$ cat src/rtl/dmem_pkg.sv
package dmem_pkg;
    typedef enum logic [1:0] {
        ACC_DIRECT   = 2'd0,
        ACC_INDIRECT = 2'd1,
        ACC_MOVX8    = 2'd2,
        ACC_MOVX16   = 2'd3
    } acc_t;

    typedef enum logic [2:0] {
        TGT_LO   = 3'd0,
        TGT_HI   = 3'd1,
        TGT_SFR  = 3'd2,
        TGT_AUX  = 3'd3,
        TGT_XRAM = 3'd4,
        TGT_EXT  = 3'd5
    } tgt_t;

    localparam logic [7:0] AUX_ADDR  = 8'h8E;
    localparam logic [1:0] AUX_RESET = 2'b10;
endpackage

$ cat src/rtl/dmem_decode.sv
module dmem_decode
    import dmem_pkg::*;
#(
    parameter int XRAM_BYTES = 768
) (
    input  acc_t        acc,
    input  logic [15:0] addr,
    input  logic        xram_off,
    output tgt_t        tgt
);
    localparam logic [16:0] XLIM = 17'(XRAM_BYTES);

    logic upper;
    assign upper = addr[7];

    always_comb begin
        tgt = TGT_LO;
        unique case (acc)
            ACC_DIRECT: begin
                if (!upper)                   tgt = TGT_LO;
                else if (addr[7:0] == AUX_ADDR) tgt = TGT_AUX;
                else                          tgt = TGT_SFR;
            end
            ACC_INDIRECT: tgt = upper ? TGT_HI : TGT_LO;
            ACC_MOVX8:    tgt = xram_off ? TGT_EXT : TGT_XRAM;
            ACC_MOVX16: begin
                if (!xram_off && ({1'b0, addr} < XLIM)) tgt = TGT_XRAM;
                else                                   tgt = TGT_EXT;
            end
            default: tgt = TGT_LO;
        endcase
    end
endmodule

$ cat src/rtl/dmem_auxreg.sv
module dmem_auxreg
    import dmem_pkg::*;
#(
    parameter int ALE_DIV = 6
) (
    input  logic       clk,
    input  logic       rst_n,
    input  logic       wr_en,
    input  logic [1:0] wbits,
    output logic [7:0] aux_q,
    output logic       tick
);
    localparam int CW = (ALE_DIV > 1) ? $clog2(ALE_DIV) : 1;
    localparam logic [CW-1:0] LAST = CW'(ALE_DIV - 1);

    logic [1:0]    bits_q;
    logic [CW-1:0] div_q;

    always_ff @(posedge clk or negedge rst_n) begin
        if (!rst_n)     bits_q <= AUX_RESET;
        else if (wr_en) bits_q <= wbits;
    end

    always_ff @(posedge clk or negedge rst_n) begin
        if (!rst_n)             div_q <= '0;
        else if (div_q == LAST) div_q <= '0;
        else                    div_q <= div_q + 1'b1;
    end

    assign tick  = (div_q == LAST);
    assign aux_q = {6'b0, bits_q};


    aux_keep_chk: assert property (@(posedge clk) disable iff (!rst_n)
        !wr_en |=> $stable(aux_q));

    tick_gap_chk: assert property (@(posedge clk) disable iff (!rst_n)
        tick |=> !tick);
endmodule

$ cat src/rtl/dmem_extbus.sv
module dmem_extbus
    import dmem_pkg::*;
(
    input  logic        clk,
    input  logic        rst_n,
    input  logic        start,
    input  logic        is_wr,
    input  logic        wide,
    input  logic [15:0] addr,
    input  logic [7:0]  wdata,
    input  logic        ale_off,
    input  logic        tick,
    output logic        busy,
    output logic        ext_rd,
    output logic        ext_wr,
    output logic [7:0]  ad_out,
    output logic        ad_oe,
    output logic [7:0]  addr_hi,
    output logic        ale
);
    typedef enum logic [1:0] {
        XB_IDLE   = 2'd0,
        XB_ADDR   = 2'd1,
        XB_STROBE = 2'd2
    } xb_state_t;

    xb_state_t   state_q, state_d;
    logic [15:0] lat_addr;
    logic [7:0]  lat_wdata;
    logic        lat_wr, lat_wide;

    always_ff @(posedge clk or negedge rst_n) begin
        if (!rst_n) state_q <= XB_IDLE;
        else        state_q <= state_d;
    end

    always_ff @(posedge clk or negedge rst_n) begin
        if (!rst_n) begin
            lat_addr  <= '0;
            lat_wdata <= '0;
            lat_wr    <= 1'b0;
            lat_wide  <= 1'b0;
        end else if (state_q == XB_IDLE && start) begin
            lat_addr  <= addr;
            lat_wdata <= wdata;
            lat_wr    <= is_wr;
            lat_wide  <= wide;
        end
    end

    always_comb begin
        state_d = state_q;
        unique case (state_q)
            XB_IDLE:   if (start) state_d = XB_ADDR;
            XB_ADDR:   state_d = XB_STROBE;
            XB_STROBE: state_d = XB_IDLE;
            default:   state_d = XB_IDLE;
        endcase
    end

    always_comb begin
        busy    = 1'b0;
        ext_rd  = 1'b0;
        ext_wr  = 1'b0;
        ad_out  = 8'h00;
        ad_oe   = 1'b0;
        addr_hi = 8'h00;
        unique case (state_q)
            XB_IDLE: ;
            XB_ADDR: begin
                busy    = 1'b1;
                ad_oe   = 1'b1;
                ad_out  = lat_addr[7:0];
                addr_hi = lat_wide ? lat_addr[15:8] : 8'h00;
            end
            XB_STROBE: begin
                busy    = 1'b1;
                ext_rd  = !lat_wr;
                ext_wr  = lat_wr;
                ad_oe   = lat_wr;
                ad_out  = lat_wr ? lat_wdata : 8'h00;
                addr_hi = lat_wide ? lat_addr[15:8] : 8'h00;
            end
            default: ;
        endcase
        ale = (state_q == XB_ADDR) || (!ale_off && tick);
    end


    addr_phase_chk: assert property (@(posedge clk) disable iff (!rst_n)
        $rose(busy) |-> (ale && ad_oe && !ext_rd && !ext_wr));

    strobe_excl_chk: assert property (@(posedge clk) disable iff (!rst_n)
        !(ext_rd && ext_wr));

    rd_release_chk: assert property (@(posedge clk) disable iff (!rst_n)
        ext_rd |-> !ad_oe);

    strobe_end_chk: assert property (@(posedge clk) disable iff (!rst_n)
        (ext_rd || ext_wr) |=> !busy);
endmodule

$ cat src/rtl/dmem_router.sv
module dmem_router
    import dmem_pkg::*;
#(
    parameter int XRAM_BYTES = 768,
    parameter int ALE_DIV    = 6
) (
    input  logic        clk,
    input  logic        rst_n,
    input  logic [1:0]  acc_type,
    input  logic [15:0] addr,
    input  logic [7:0]  wdata,
    input  logic        req_rd,
    input  logic        req_wr,
    output logic        sel_lo,
    output logic        sel_hi,
    output logic        sel_sfr,
    output logic        sel_aux,
    output logic        sel_xram,
    output logic [7:0]  aux_q,
    output logic        ext_busy,
    output logic        ext_rd,
    output logic        ext_wr,
    output logic [7:0]  ad_out,
    output logic        ad_oe,
    output logic [7:0]  addr_hi,
    output logic        ale
);
    tgt_t tgt;
    logic active, tick;

    dmem_decode #(.XRAM_BYTES(XRAM_BYTES)) dec_i (
        .acc      (acc_t'(acc_type)),
        .addr     (addr),
        .xram_off (aux_q[1]),
        .tgt      (tgt)
    );

    assign active   = (req_rd || req_wr) && !ext_busy;
    assign sel_lo   = active && (tgt == TGT_LO);
    assign sel_hi   = active && (tgt == TGT_HI);
    assign sel_sfr  = active && (tgt == TGT_SFR);
    assign sel_aux  = active && (tgt == TGT_AUX);
    assign sel_xram = active && (tgt == TGT_XRAM);

    dmem_auxreg #(.ALE_DIV(ALE_DIV)) aux_i (
        .clk   (clk),
        .rst_n (rst_n),
        .wr_en (sel_aux && req_wr),
        .wbits (wdata[1:0]),
        .aux_q (aux_q),
        .tick  (tick)
    );

    dmem_extbus bus_i (
        .clk     (clk),
        .rst_n   (rst_n),
        .start   (active && (tgt == TGT_EXT)),
        .is_wr   (req_wr),
        .wide    (acc_type == ACC_MOVX16),
        .addr    (addr),
        .wdata   (wdata),
        .ale_off (aux_q[0]),
        .tick    (tick),
        .busy    (ext_busy),
        .ext_rd  (ext_rd),
        .ext_wr  (ext_wr),
        .ad_out  (ad_out),
        .ad_oe   (ad_oe),
        .addr_hi (addr_hi),
        .ale     (ale)
    );


    one_sel_chk: assert property (@(posedge clk) disable iff (!rst_n)
        $onehot0({sel_lo, sel_hi, sel_sfr, sel_aux, sel_xram}));

    xram_quiet_chk: assert property (@(posedge clk) disable iff (!rst_n)
        sel_xram |=> (!ext_busy && !ext_rd && !ext_wr && !ad_oe));

    ale_quiet_chk: assert property (@(posedge clk) disable iff (!rst_n)
        (aux_q[0] && ale) |-> (ext_busy && ad_oe && !ext_rd && !ext_wr));

    busy_block_chk: assert property (@(posedge clk) disable iff (!rst_n)
        ext_busy |=> $stable(aux_q));

    aux_resv_chk: assert property (@(posedge clk) disable iff (!rst_n)
        aux_q[7:2] == 6'b0);
endmodule

$ cat config.mk
export PLATFORM = sky130hd
export DESIGN_NAME = dmem_router
export DESIGN_NICKNAME = d
export VERILOG_FILES = /design/src/rtl/dmem_pkg.sv /design/src/rtl/dmem_decode.sv /design/src/rtl/dmem_auxreg.sv /design/src/rtl/dmem_extbus.sv /design/src/rtl/dmem_router.sv
export SDC_FILE = /design/constraint.sdc
export NUM_CORES = 1
export LEC_CHECK = 0
export BUFFER_PORTS_ARGS = -buffer_cell sky130_fd_sc_hd__buf_2
export CAP_MARGIN = 20
export CORE_MARGIN = 2
export CORE_UTILIZATION = 52
export DETAILED_ROUTE_END_ITERATION = 7
export PLACE_DENSITY = 0.84
export SLEW_MARGIN = 25
export SYNTH_ARGS = -nofsm -noshare
export SYNTH_HDL_FRONTEND = slang
export SYNTH_SLANG_ARGS = --single-unit
$ cat constraint.sdc
create_clock -name clk -period 3.5 [get_ports clk]
set_input_delay 0.175 -clock clk [delete_from_list [all_inputs] [get_ports clk]]
set_output_delay 0.175 -clock clk [all_outputs]
set_load 0.005 [all_outputs]
==> results of run 1 <==
sequential cells by signal (all words and copies together), names as in the netlist:
name,flops
aux_i.bits_q,2
aux_i.div_q,3
bus_i.lat_addr,16
bus_i.lat_wdata,8
bus_i.lat_wide,1
bus_i.lat_wr,1
bus_i.state_q,2
worst max path at each step:
stage / start / end / cells after the start
2_1_floorplan: bus_i.state_q[0]$_DFFE_PN0P_ / bus_i.lat_addr[10]$_DFFE_PN0P_ / 7
3_3_place_gp: bus_i.state_q[0]$_DFFE_PN0P_ / bus_i.lat_addr[10]$_DFFE_PN0P_ / 6
3_5_place_dp: bus_i.state_q[1]$_DFFE_PN0P_ / bus_i.lat_addr[12]$_DFFE_PN0P_ / 6
4_1_cts: bus_i.state_q[1]$_DFFE_PN0P_ / bus_i.lat_addr[12]$_DFFE_PN0P_ / 6
5_1_grt: bus_i.state_q[1]$_DFFE_PN0P_ / bus_i.lat_wdata[5]$_DFFE_PN0P_ / 6
6_report: bus_i.state_q[1]$_DFFE_PN0P_ / bus_i.lat_addr[12]$_DFFE_PN0P_ / 6
metrics by stage:
step                      setup WS (ps)  util [%]  total power [W]  hold WS, ps  instances
after CTS                          1121     65.77         0.001502        65.51        243
after global placement             1240     63.66         0.001246        253.4        235
after detailed placement           1148     63.66         0.001291        267.2        235
final                              1101     65.77         0.001496        78.10        243
after global routing              969.7     65.77         0.001615        48.47        243
after floorplan                    1673         -         0.001088       -120.6        149
critical path, cell delays in order (launching register included):
cell	delay, ps
dfrtp_1	380
inv_1	70
ha_1	620
o21ba_2	260
and3_1	220
o21ai_4	310
mux2_2	420
synth_stat cells (all sizes together), types with 3 or more instances:
| cell type | count | area, um^2 |
|---|---|---|
| nand2b | 4 | 25.02 |
| inv | 5 | 18.77 |
| mux2 | 28 | 315.3 |
| clkbuf | 5 | 18.77 |
| a22oi | 8 | 60.06 |
| nand2 | 5 | 18.77 |
| ha | 3 | 37.54 |
| dfrtp | 32 | 800.8 |
| nor3 | 3 | 15.01 |
| buf | 10 | 90.09 |
| and3 | 9 | 56.30 |
| nor2b | 9 | 56.30 |
final cells by class:
cell class / count / share of cell area, %
multi-input cells: 96 / 38.20
clock buffers: 7 / 2.719
repair buffers: 58 / 14.59
flip-flops and latches: 33 / 40.85
inverters: 5 / 0.9271
well taps: 44 / 2.719
report_power, final:
group	internal, W	switching, W
Combinational	0.000363	0.000296
Clock	0.0000947	0.000117
Sequential	0.000541	0.0000842
Total	0.000999	0.000497
kinds of logic (layout without fill, tap and decap cells):
kind of cell | count (synthesis) | in the layout | share of synthesized area (%)
AOI/OAI and AO/OA | 19 | 19 | 9.005
muxes | 29 | 29 | 19.03
and+or+nand+nor | 39 | 39 | 13.69
buffers and inverters | 20 | 70 | 7.468
adders and majority gates | 3 | 3 | 2.196
other | 1 | 6 | 0.2194
DFF | 33 | 33 | 48.39
per-layer routing:
| metal | global-route usage [%] | wire [um] | vias to the layer above |
|---|---|---|---|
| met4 | 11.25 | 59 | 0 |
| li1 | - | - | 610 |
| met1 | 25.78 | 1511 | 635 |
| met2 | 34.65 | 1764 | 53 |
| met5 | 0 | 0 | - |
| met3 | 7.983 | 274 | 7 |
==> key figures, run 1 <==
Timing
  – Worst Tran Pin Value: 805.8 ps
  – FMAX: 0.4168 GHz
  – Sum of negative setup slack: 0 ps
  – RSZ-0062 raised after global routing: false
  – Finish-stage setup viols: 0
  – Slew margin rel.: 46.08%
  – Hold Vio Cnt, Final: 0
  – Clock Skew: 8.374 ps
  – Crit path time final: 2399 ps
  – Final worst path period share: 68.55%
  – Max Slew Vio Count: 0

Hold path
  – Endpoint, Worst Hold: bus_i.lat_wdata[4]$_DFFE_PN0P_
  – Hold Crit Start: wdata[4]
  – Worst hold path depth: 2
  – HP Class: in2reg

Floorplanning
  – Core ar.: 0.003078 mm^2
  – Chip Width: 61.33 um
  – Top Ports: 64
  – Die area: 0.003761 mm^2
  – Die H: 61.33 um
  – Initial Utilization: 55.53%
  – Rows: 20

Critical path
  – R2r worst-path depth: 6
  – Worst r2r src: bus_i.state_q[1]$_DFFE_PN0P_
  – Critical path peak fanout: 26
  – Startpoint class of the critical path: flop
  – Critical Path AT: 2620 ps
  – Reg2Reg Capture Point: bus_i.lat_addr[12]$_DFFE_PN0P_
  – Reg-to-reg slack, setup: 1100 ps
  – Worst Setup End Kind: flop
  – Critical Path RT: 3720 ps
  – Worst Setup Path Type: reg2reg

Synthesis
  – Seq cells post-synth: 33
  – Post-synth ARST share: 100.0%
  – Primary FF master, synth: dfrtp_1
  – Synth warn: 0
  – Avg Inst Size Synth: 11.87 um^2
  – Sequential area share after synthesis: 48.39%
  – Yosys cell types: 31
  – Syn Inst Count: 144
  – Synthesized area: 0.001709 mm^2
  – Post-synth EDFFs: 0

Drt
  – Antenna Nets Post-Route: 0
  – Vias: 1305
  – Via density: 5.370
  – Residual DRC: 0
  – First-pass detailed-route iteration total: 4
  – DRT Wirelength: 3.610 mm
  – DR iter-0 viols: 53
  – Routed wire per std cell: 14.86 um

GRT
  – Grt total ovfl: 0
  – Vias in the first global route: 1291
  – First-pass GRT wire length: 5.706 mm
  – Tot GR Track Use: 21.71%
  – Pin count of the biggest net entering global routing: 34
  – Initial antenna violation count: 0

Clocking
  – Num CTS Buffers: 5
  – CTS resizes: 0
  – Clock transition at path regs: 100 ps
  – Root buffer cell: clkbuf_4
  – Skew-Pair Late Insertion Delay: 330 ps
  – Cts-stage hold buffer count: 1
  – Postcts setup bufs: 0
  – Clk sinks: 33
  – Maximum clock path buffer count: 2
  – H-tree levels: 2
  – CTS tree: done

Placement
  – Placed Area: 0.001959 mm^2
  – Buffers on Ports: 57
  – Post-DP HPWL: 2.667 mm
  – GP Congestion: 0.7796

Run
  – Max-cap viol count: 0

Final layout
  – Most frequent cells in the layout: buf_2 (57), dfrtp_1 (32), mux2_2 (28)
  – Area grow syn2layout: 18.45%
  – Most common cell after layout, fill and taps aside: buf_2
  – Final Cell Area: 0.002024 mm^2
  – Final Net Count: 232
  – Layout filler cell count: 267
  – Register area: 827.0 um^2
  – Multi-input gate area: 773.2 um^2
  – # diodes: 0
  – Ratio of cells with drive above 1 in the final layout: 47.24%

Power
  – PD cells: 738.9 mW/mm^2
  – Maximum vdd ir drop: 0.3521 mV
  – Leak: 1.018 nW

Status
  – Status: completed
Note: power is estimated with default switching activity, not from simulation.
==> run 2, diff against run 1 <==
--- a/config.mk
+++ b/config.mk
@@ -8,9 +8,9 @@
 export BUFFER_PORTS_ARGS = -buffer_cell sky130_fd_sc_hd__buf_2
 export CAP_MARGIN = 20
 export CORE_MARGIN = 2
-export CORE_UTILIZATION = 52
+export CORE_UTILIZATION = 49
 export DETAILED_ROUTE_END_ITERATION = 7
-export PLACE_DENSITY = 0.84
+export PLACE_DENSITY = 0.8
 export SLEW_MARGIN = 25
 export SYNTH_ARGS = -nofsm -noshare
 export SYNTH_HDL_FRONTEND = slang
==> constraint.sdc (replaced) <==
create_clock -name clk -period 2.5 [get_ports clk]
set_input_delay 0.125 -clock clk [delete_from_list [all_inputs] [get_ports clk]]
set_output_delay 0.125 -clock clk [all_outputs]
set_load 0.005 [all_outputs]
==> run 2 against run 1 <==
Clock power increased by 49%. Largest power group unchanged. Clock skew decreased by 1.2 ps. Final area increased by 2.2%. Sequential power increased by 40%. Sequential cell count unchanged. Wire length increased by 4.4%. Combinational power increased by 47%. Highest routed layer unchanged. First-iteration DRC count increased by 11%.
==> key figures, run 2 (same netlist as run 1, synthesis figures left out) <==
Critical path
  – Critical Path RT: 2380 ps (-1340 ps)
  – Worst Setup Path Type: reg2out
  – Critical Path AT: 2020 ps (-600 ps)
  – Startpoint class of the critical path: flop
  – Critical path peak fanout: 20 (-23%)
  – Worst Setup End Kind: primary output

GRT
  – Tot GR Track Use: 20.80% (-0.92 points)
  – Pin count of the biggest net entering global routing: 34 (unchanged)
  – Vias in the first global route: 1337 (+3.6%)
  – Initial antenna violation count: 0 (unchanged)
  – First-pass GRT wire length: 6.341 mm (+11%)
  – Grt total ovfl: 0 (unchanged)

Floorplanning
  – Die area: 0.003977 mm^2 (+5.7%)
  – Rows: 21 (+5.0%)
  – Core ar.: 0.003337 mm^2 (+8.4%)
  – Die H: 63.06 um (+2.8%)
  – Initial Utilization: 51.22% (-4.3 points)
  – Chip Width: 63.06 um (+2.8%)
  – Top Ports: 64 (unchanged)

Clocking
  – Cts-stage hold buffer count: 2 (+1)
  – Postcts setup bufs: 0 (unchanged)
  – Root buffer cell: clkbuf_4
  – CTS tree: done
  – Maximum clock path buffer count: 2 (unchanged)
  – CTS resizes: 0 (unchanged)
  – Clock transition at path regs: 100 ps (about the same)
  – Skew-Pair Late Insertion Delay: 340 ps (about the same)
  – Clk sinks: 33 (unchanged)
  – H-tree levels: 2 (unchanged)
  – Num CTS Buffers: 5 (unchanged)

Timing
  – Finish-stage setup viols: 0 (unchanged)
  – Crit path time final: 2141 ps
  – Sum of negative setup slack: 0 ps (unchanged)
  – Max Slew Vio Count: 0 (unchanged)
  – Final worst path period share: 85.62%
  – Clock Skew: 7.184 ps (-1.190 ps)
  – FMAX: 0.4672 GHz
  – Worst Tran Pin Value: 727.0 ps (-78.81 ps)
  – Setup WS post-layout: 359.4 ps (-741.4 ps)
  – RSZ-0062 raised after global routing: false
  – Hold Vio Cnt, Final: 0 (unchanged)
  – Slew margin rel.: 51.53% (+5.5 points)

Placement
  – GP Congestion: 0.7963 (+2.1%)
  – Buffers on Ports: 57 (unchanged)
  – Pre-CTS setup slack: 502.0 ps (-646.5 ps)
  – Post-DP HPWL: 2.805 mm (+5.2%)
  – Cells after DPL: 239 (+1.7%)

Final layout
  – Most frequent cells in the layout: buf_2 (57), dfrtp_1 (32), mux2_2 (28)
  – Area grow syn2layout: 21.01%
  – Multi-input gate area: 773.2 um^2 (unchanged)
  – Largest register FFs: 16 (unchanged)
  – Largest registers: bus_i.lat_addr (16), bus_i.lat_wdata (8), aux_i.div_q (3)
  – Ratio of cells with drive above 1 in the final layout: 47.29% (+0.054 points)
  – Biggest register: bus_i.lat_addr
  – Most common cell after layout, fill and taps aside: buf_2
  – Non-filler cells, final: 249 (+2.5%)
  – Final Net Count: 235 (+1.3%)
  – Register area: 827.0 um^2 (unchanged)
  – # diodes: 0 (unchanged)
  – Layout filler cell count: 295 (+10%)

Power
  – Sw frac: 33.99% (+0.74 points)
  – Clock Power Share: 14.6% (+0.5 points)
  – Part of the power in registers: 40.6% (-1.2 points)
  – Combinational cell fraction of total power: 44.8% (+0.7 points)
  – Internal power: 0.001428 W (+43%)
  – PD cells: 1046 mW/mm^2 (+42%)
  – Leak: 1.039 nW (+2.1%)
  – Sw power: 0.0007354 W (+48%)
  – Maximum vdd ir drop: 0.4624 mV (+31%)

Drt
  – First-pass detailed-route iteration total: 4 (unchanged)
  – DR iter-0 viols: 59 (+11%)
  – DRT Wirelength: 3.769 mm (+4.4%)
  – Via density: 5.289 (-1.5%)
  – Vias: 1317 (+0.92%)
  – Antenna Nets Post-Route: 0 (unchanged)
  – Routed wire per std cell: 15.14 um (+1.9%)
  – Residual DRC: 0 (unchanged)

Status
  – Status: completed

Hold path
  – HP Class: in2reg

Run
  – Max-cap viol count: 0 (unchanged)
run 2: cell types whose count changed in the layout (fill, tap and decap cells not counted):
cell	delta
buf_12	+1
dlygate4sd3_1	+1
buf_4	+1
clkbuf_1	+1
run 2: critical path: stages (launching register included):
cell and delay, ps:
dfrtp_1 400, inv_1 110, ha_1 250, buf_4 200
o21bai_1 230, nor4_1 320, buf_2 170
run 2: routing by layer:
layer	share of wire, %	GRT usage (%)	vias to the layer above
met4	1.8	7.500	0
met1	39	24.56	649
met2	53	35.64	43
met5	0	0	-
met3	6.4	6.429	8
li1	-	-	617
run 2: power by group through the flow:
stage / clock network [W] / registers, W / logic [W]
6_report: 0.000316 / 0.000878 / 0.000969
5_1_grt: 0.000351 / 0.000901 / 0.00107
4_1_cts: 0.000325 / 0.000877 / 0.000971
3_5_place_dp: 0 / 0.000887 / 0.000958
3_3_place_gp: 0 / 0.000868 / 0.000928
2_1_floorplan: 0 / 0.000842 / 0.000681
run 2: path summary, 6_finish.rpt:
| check | to | startpoint | slack [ps] | cells past startpoint |
|---|---|---|---|---|
| hold / removal | bus_i.lat_wdata[6]$_DFFE_PN0P_ | wdata[6] | 8 | 2 |
| setup reg to reg | bus_i.lat_addr[7]$_DFFE_PN0P_ | bus_i.state_q[0]$_DFFE_PN0P_ | 540 | 7 |
| max in group asynchronous | bus_i.state_q[0]$_DFFE_PN0P_ | rst_n | 1660 | 2 |
| min in group asynchronous | bus_i.lat_wdata[4]$_DFFE_PN0P_ | rst_n | 370 | 2 |
| setup / recovery | sel_aux | bus_i.state_q[0]$_DFFE_PN0P_ | 360 | 6 |
| hold reg to reg | aux_i.div_q[0]$_DFF_PN0_ | aux_i.div_q[0]$_DFF_PN0_ | 490 | 1 |
run 2: stage by stage:
stage	power, W	utilization (%)	hold WS [ps]	area, um^2
2_1_floorplan	0.001523	-	-170.6	1728
3_3_place_gp	0.001796	59.62	204.2	1989
3_5_place_dp	0.001845	59.62	221.9	1989
4_1_cts	0.002173	61.98	3.994	2068
5_1_grt	0.002319	61.98	6.132	2068
6_report	0.002164	61.98	8.177	2068
run 2: layout make-up:
| type | instances | area share, % |
|---|---|---|
| Tap cell | 46 | 2.783 |
| Clock buffer | 8 | 2.843 |
| Timing Repair Buffer | 61 | 16.09 |
| Sequential cell | 33 | 39.99 |
| Multi-Input combinational cell | 96 | 37.39 |
| Inverter | 5 | 0.9074 |
